## config.mk

```make
export PLATFORM = sky130hd
export DESIGN_NAME = row_cds_sequencer
export DESIGN_NICKNAME = d
export VERILOG_FILES = /design/src/rtl/row_cds_sequencer.sv
export SDC_FILE = /design/constraint.sdc
export NUM_CORES = 1
export LEC_CHECK = 0
export BUFFER_PORTS_ARGS = -buffer_cell sky130_fd_sc_hd__buf_2
export CELL_PAD_IN_SITES_DETAIL_PLACEMENT = 1
export CELL_PAD_IN_SITES_GLOBAL_PLACEMENT = 1
export CORE_MARGIN = 8
export CORE_UTILIZATION = 29
export CTS_CLUSTER_DIAMETER = 80
export CTS_CLUSTER_SIZE = 25
export DETAILED_ROUTE_END_ITERATION = 10
export GPL_ROUTABILITY_DRIVEN = 0
export PLACE_DENSITY_LB_ADDON = 0.1
export SLEW_MARGIN = 25
export SYNTH_ARGS = -nofsm -noshare
export SYNTH_HDL_FRONTEND = slang
export SYNTH_SLANG_ARGS = --single-unit
```

## constraint.sdc

```tcl
create_clock -name clk -period 5.5 [get_ports clk]
set_clock_uncertainty 0.1 [all_clocks]
set_input_delay 0.825 -clock clk [delete_from_list [all_inputs] [get_ports clk]]
set_output_delay 0.825 -clock clk [all_outputs]
set_load 0.05 [all_outputs]
```

## src/rtl/row_cds_sequencer.sv

```systemverilog
module row_cds_sequencer #(
  parameter int ROWS  = 128,
  parameter int LEN_W = 8,
  localparam int IDX_W = (ROWS > 1) ? $clog2(ROWS) : 1
) (
  input  logic             clk,
  input  logic             rst_n,
  input  logic             start_i,
  input  logic             continuous_i,
  input  logic [LEN_W-1:0] settle_len_i,
  input  logic [LEN_W-1:0] sample_len_i,
  input  logic [LEN_W-1:0] clear_len_i,
  input  logic [LEN_W-1:0] fine_len_i,
  output logic [ROWS-1:0]  gate_row_o,
  output logic [ROWS-1:0]  clear_row_o,
  output logic             coarse_stb_o,
  output logic             fine_stb_o,
  output logic             shift_stb_o,
  output logic             pedestal_phase_o,
  output logic             row_done_o,
  output logic [IDX_W-1:0] row_idx_o,
  output logic             busy_o
);

  typedef enum logic [3:0] {
    PH_IDLE, PH_SETTLE, PH_COARSE_A, PH_FINE_A, PH_SHIFT_A,
    PH_CLEAR, PH_COARSE_B, PH_FINE_B, PH_SHIFT_B, PH_DONE
  } phase_t;

  localparam logic [IDX_W-1:0] LAST_ROW = IDX_W'(ROWS - 1);

  phase_t           phase_q, phase_d;
  logic [LEN_W-1:0] cnt_q;
  logic [IDX_W-1:0] row_q;
  logic [LEN_W-1:0] s_len_q, c_len_q, k_len_q, f_len_q;
  logic             last_row, gate_on;

  function automatic logic [LEN_W-1:0] at_least_one(input logic [LEN_W-1:0] x);
    return (x == '0) ? LEN_W'(1) : x;
  endfunction

  function automatic logic [LEN_W-1:0] reload(input phase_t p,
      input logic [LEN_W-1:0] s, input logic [LEN_W-1:0] c,
      input logic [LEN_W-1:0] k, input logic [LEN_W-1:0] f);
    case (p)
      PH_SETTLE:               return s - 1'b1;
      PH_COARSE_A, PH_COARSE_B: return c - 1'b1;
      PH_FINE_A, PH_FINE_B:     return f - 1'b1;
      PH_CLEAR:                return k - 1'b1;
      default:                 return '0;
    endcase
  endfunction

  assign last_row = (row_q == LAST_ROW);

  always_comb begin
    case (phase_q)
      PH_SETTLE:   phase_d = PH_COARSE_A;
      PH_COARSE_A: phase_d = PH_FINE_A;
      PH_FINE_A:   phase_d = PH_SHIFT_A;
      PH_SHIFT_A:  phase_d = PH_CLEAR;
      PH_CLEAR:    phase_d = PH_COARSE_B;
      PH_COARSE_B: phase_d = PH_FINE_B;
      PH_FINE_B:   phase_d = PH_SHIFT_B;
      PH_SHIFT_B:  phase_d = PH_DONE;
      PH_DONE:     phase_d = (last_row && !continuous_i) ? PH_IDLE : PH_SETTLE;
      default:     phase_d = PH_IDLE;
    endcase
  end

  always_ff @(posedge clk) begin
    if (!rst_n) begin
      phase_q <= PH_IDLE;
      cnt_q   <= '0;
      row_q   <= '0;
      s_len_q <= LEN_W'(1);
      c_len_q <= LEN_W'(1);
      k_len_q <= LEN_W'(1);
      f_len_q <= LEN_W'(1);
    end else if (phase_q == PH_IDLE) begin
      if (start_i) begin
        s_len_q <= at_least_one(settle_len_i);
        c_len_q <= at_least_one(sample_len_i);
        k_len_q <= at_least_one(clear_len_i);
        f_len_q <= at_least_one(fine_len_i);
        cnt_q   <= at_least_one(settle_len_i) - 1'b1;
        row_q   <= '0;
        phase_q <= PH_SETTLE;
      end
    end else if (cnt_q != '0) begin
      cnt_q <= cnt_q - 1'b1;
    end else begin
      phase_q <= phase_d;
      cnt_q   <= reload(phase_d, s_len_q, c_len_q, k_len_q, f_len_q);
      if (phase_q == PH_DONE)
        row_q <= last_row ? '0 : row_q + 1'b1;
    end
  end

  assign gate_on = (phase_q != PH_IDLE) && (phase_q != PH_CLEAR) && (phase_q != PH_DONE);

  assign gate_row_o  = gate_on ? ({{(ROWS-1){1'b0}}, 1'b1} << row_q) : '0;
  assign clear_row_o = (phase_q == PH_CLEAR) ? ({{(ROWS-1){1'b0}}, 1'b1} << row_q) : '0;

  assign coarse_stb_o     = (phase_q == PH_COARSE_A) || (phase_q == PH_COARSE_B);
  assign fine_stb_o       = (phase_q == PH_FINE_A)   || (phase_q == PH_FINE_B);
  assign shift_stb_o      = (phase_q == PH_SHIFT_A)  || (phase_q == PH_SHIFT_B);
  assign pedestal_phase_o = (phase_q == PH_COARSE_B) || (phase_q == PH_FINE_B) ||
                            (phase_q == PH_SHIFT_B);
  assign row_done_o       = (phase_q == PH_DONE);
  assign row_idx_o        = row_q;
  assign busy_o           = (phase_q != PH_IDLE);

endmodule


```

# [After elaboration in Yosys (flattened, before gate mapping)]
# Index checks and enable logic that the tools add are counted.
[totals] ff_bits=51 wordCells=77
[op_classes] addsub=7 n_eq_ne=20 shifts=1 mux=20 reduce_logical=22
[op_table] cell="two-way mux 128 bit" n=2
[op_table] cell="<< shifter 1 x 7 -> 128 bit, first input constant" n=1
[op_table] cell="two-way mux 8 bit" n=7
[op_table] cell="subtractor 8 x 1 -> 8 bit, second input constant" n=6
[op_table] cell="one-hot mux 4 bit (9 select lines)" n=1
[op_table] cell="two-way mux 7 bit" n=5
[op_table] cell="zero test 8 bit" n=4
[op_table] cell="one-hot mux 8 bit (4 select lines)" n=1
[op_table] cell="equality test 4 x 3 -> 1 bit, second input constant" n=7
[op_table] cell="equality test 4 x 2 -> 1 bit, second input constant" n=4
[op_table] cell="two-way mux 4 bit" n=3
[op_table] cell="equality test 4 x 1 -> 1 bit, second input constant" n=2
[op_table] cell="equality test 4 bit, second input constant" n=2
[op_table] cell="nonzero test 8 bit" n=1
[op_table] cell="adder 7 x 1 -> 7 bit, second input constant" n=1
[op_table] cell="equality test 7 bit, second input constant" n=1
[op_table] cell="logical OR 1 bit" n=5
[op_table] cell="zero test 4 bit" n=1
[op_table] cell="!= test 2 bit, second input constant" n=2
[op_table] cell="!= test 4 x 3 -> 1 bit, second input constant" n=1
[op_table] cell="!= test 4 bit, second input constant" n=1
[op_table] cell="AND reduction 2 bit" n=2
[op_table] cell="nonzero test 4 bit" n=1
[op_table] cell="OR reduction 2 bit" n=2
[op_table] cell="5 further kinds" n=7

# [Depth between registers and ports, before layout]
[logic_depth] ltp_word=9 mapped_depth=11

# [Worst setup path after synthesis]
# Ideal clock, no wire load.
[synth_path] kind="register to output" startpoint="register row_q[0] (netlist: row_idx_o[0])" endpoint="output port clear_row_o[103]" arrival_ns=2.300 t_required_ns=4.575 slack_ns=2.275 path_stages_with_launch=7 path_cell_list="dfxtp_1 -> ha_1 -> ha_1 -> nand2b_1 -> buf_1 -> clkbuf_1 -> nor2_1"
[synth_between] elab_chain_cells=2
[synth_lines] item="start, declared" line_no="34" text="logic [IDX_W-1:0] row_q;"
[synth_lines] item="start signal, assigned" line_no="96" text="row_q <= last_row ? '0 : row_q + 1'b1;"
[synth_lines] item="<< shifter 1 x 7 -> 128 bit" line_no="103" text="assign clear_row_o = (phase_q == PH_CLEAR) ? ({{(ROWS-1){1'b0}}, 1'b1} << row_q) : '0;"
[synth_lines] item="two-way mux 128 bit" line_no="103"
[synth_lines] item="end, declared" line_no="15" text="output logic [ROWS-1:0] clear_row_o,"
# Every way passes these cells.

# [Worst setup path after layout]
[layout_path] startpoint="register phase_q[3]" endpoint="output port clear_row_o[83]"
[layout_between] elab_chain_cells=2
[layout_lines] item="start, declared" line_no="32" text="phase_t phase_q, phase_d;"
[layout_lines] item="start signal, assigned" line_no="93" text="phase_q <= phase_d;"
[layout_lines] item="equality test 4 x 3 -> 1 bit" line_no="103"
[layout_lines] item="two-way mux 128 bit" line_no="103"
# Every way passes these cells.

==> results.cfg <==
[outcome]
status = finished, final reports clean

[final_layout]
layout.nets = 1039
n_antenna_cell = 0
nFillCells = 2120
final_area_um2 = 6130
area_delta_synth_final_pct = 37.8
drive_above_1_share_pct = 33.0

[job]
max_cap_viol_count = 0

[critical_path]
crit_slowest_cell = dfxtp_1
path_buf_inv = 1
cp-end-kind = primary output
critPathTopFamily = simple AND/OR/NAND/NOR gates
critPathMaxStageDelay_ps = 590
crit_chain = or2_0 > nor3_1 > nand2_1 > nor2_1 > buf_2
critical_path_class = flip-flop to primary output
crit_path_start_kind = flip-flop
critPathMaxFanout = 25
crit_arrival_ps = 2890
crit_required_ps = 4580

[clock_network]
htreeDepth = 2
root_buffer = clkbuf_16
clockBufferDepth = 2
insertion_delay_ps = 300
cts_hold_buf = 0
cts_tree = built
cts_setup_buffers = 0
cts_resized = 0
cts_made_buffers = 5
cts.sinks = 51
clk_pin_slew_ps = 70

[detailed_routing]
viasPerCell = 5.19
drt_iter0_drc = 411
firstDrtPassIters = 5
drc = 0
wl_per_cell_um = 21.4
routed_wirelength_mm = 25.3
ant_nets = 0
vias = 6137

[global_route]
grt_pass1_vias = 5816
antenna_found_initial = 0
grt_pass1_wl_mm = 38.1
use_met3_pct = 5.71
grt_overflow = 0
gr-usage-met1_pct = 28.5
busiest_layer = met2
use_met2_pct = 44.6
grt_max_degree = 38
grt_usage_pct = 24.7

[power_and_ir_drop]
seq_power_share_pct = 29.3
p_sw_share_pct = 49.2
pwr-share-clk_pct = 18.7
p_leak_nw = 3.03
cellPowerDensity_nw_per_um2 = 328
combPwrFrac_pct = 52.0
p_switching_mw = 0.988
power.internal_mw = 1.02
ir_worst_vdd_mv = 0.165

[synthesis]
syn_inst = 742
ys_seq_area_share_pct = 23.0
ys_warn_count = 0
avgSynthCellArea_um2 = 5.99
syn_nets = 788
synth-seq-cells = 51
synth-edff-count = 0
yosysTopAreaCell = nor2_1
yosysTopAreaCellShare_pct = 24.3
ys.flop_type = dfxtp_1
synth_area_um2 = 4450
synthTopCellsByArea = nor2_1, dfxtp_1, nand2_1, a21oi_1, clkbuf_1
synth-async-reset-ratio_pct = 0
yosysUniqueCellTypes = 65

[hold_path]
min_path_type = flip-flop to flip-flop

[sta]
hold_violations = 0
tns_ps = 0
rsz0062_at_grt = false
setup_viol = 0
worst-slew-pin-transition_ps = 908
clock.fmax_mhz = 262
fin_crit_sh_pct = 69.4
fin_crit_ps = 3810
slew_violations = 0
max_slew_margin_pct = 39.4

[placed_design]
hpwl_mm = 19.7
port_buffers = 304
placed_cell_area_um2 = 5950

[floorplanning]
die_h_um = 140
rows = 45
coreArea_um2 = 15100
num_io_pins = 305
start_util_pct = 29.5
fp.dieW_um = 140
die_area_um2 = 19500
-- power by group through the flow --
stage | sequential, mW | combinational (mW) | clock, mW
final | 0.589 | 1.04 | 0.375
after global routing | 0.606 | 1.15 | 0.400
after CTS | 0.588 | 1.04 | 0.381
after detailed placement | 0.596 | 1.04 | 0
after global placement | 0.593 | 1.02 | 0
after floorplan | 0.552 | 0.798 | 0
-- worst reg2reg max path: cells and delay by family, from the launching register on --
| family | cells | cell delay (ps) |
|---|---|---|
| compound gates | 4 | 800 |
| xor+xnor | 1 | 220 |
| fa+ha+maj | 1 | 250 |
| flops | 1 | 880 |
| simple gates | 3 | 700 |
-- cells in the final DEF, fill, tap and decap left out, types with 3 or more instances in the layout --
cell type / instances
buf_2: 304
nor2_1: 288
nand2_1: 104
dfxtp_1: 50
a21oi_1: 47
o21ai_0: 18
ha_1: 10
inv_1: 9
xor2_1: 9
nor3_1: 8
nand3_1: 8
a22oi_1: 7
and2_1: 6
nand4_1: 6
nor4b_1: 5
a31oi_1: 5
nand2b_1: 5
xnor2_1: 5
or4_1: 5
clkbuf_16: 5
buf_4: 5
nor2b_1: 4
nand3b_1: 4
a21o_1: 4
nor3b_1: 4
nor4_1: 4
a211oi_1: 4
mux2i_1: 3
o211ai_1: 3
and3_1: 3
a32o_1: 3
-- registers in the layout (all words and copies together), names as in the netlist --
register,count
cnt_q,8
row_idx_o,7
s_len_q,8
f_len_q,8
c_len_q,8
phase_q,4
k_len_q,8
-- layout make-up --
type / count / area, µm² / share of cell area (%)
clock buffers: 6 / 139 / 2.27
clock inverters: 2 / 35.0 / 0.572
inverters: 10 / 37.5 / 0.613
multi-input cells: 616 / 3100 / 50.6
flip-flops and latches: 51 / 1020 / 16.7
well taps: 188 / 235 / 3.84
repair buffers: 309 / 1560 / 25.4
-- per-stage QoR --
step	total power [mW]	hold WS [ps]	util (%)	std cells	worst slack (ps)
floorplan	1.35	332	-	742	2270
detailed placement	1.63	354	39.4	1174	1990
global route	2.15	383	40.6	1182	1480
finish	2.01	361	40.6	1182	1690
global placement	1.62	349	39.4	1174	2050
CTS	2.01	364	40.6	1182	1660
-- kinds of logic after synthesis --
family / share of synthesized area, %
and+or+nand+nor: 45.3
AOI/OAI and AO/OA: 18.1
buffers and inverters: 7.35
DFF: 23.0
xor gates and xnor gates: 2.76
adders and majority gates: 2.81
muxes: 0.676
-- final timing paths --
kind                                              start                      end  slack, ps  cells past startpoint
worst min register to register  c_len_q[7]$_SDFFE_PN0P_  c_len_q[7]$_SDFFE_PN0P_        360                      2
worst min-delay path            c_len_q[7]$_SDFFE_PN0P_  c_len_q[7]$_SDFFE_PN0P_        360                      2
worst max-delay path            phase_q[3]$_SDFFE_PN0P_          clear_row_o[83]       1690                      5
worst max register to register  phase_q[3]$_SDFFE_PN0P_    cnt_q[6]$_SDFFE_PN0P_       2410                      9
-- metal layers --
layer  share of wire [%]  up-vias  wire (µm)
li1                    -     2949          -
met1                  41     2941      10300
met2                  51      215      12800
met3                 6.3       32       1600
met4                 2.2        0        545
met5                   0        -          0
-- Yosys cell counts, drive strengths merged, types with 3 or more instances --
cell,count
clkbuf,43
a22oi,7
a32o,3
and3,3
a21oi,47
nand2,104
and2,6
ha,10
nand4,6
nor4b,5
mux2i,3
nor3,8
o311ai,3
a211oi,5
xor2,9
inv,10
nor3b,4
nor2,288
nand2b,5
nand3b,4
nor2b,4
or4,5
o211ai,3
a21o,5
o21ai,18
nor4,7
and2b,3
buf,22
a31oi,6
xnor2,5
nand3,8
dfxtp,51
Power figures use the tool's default switching activity.
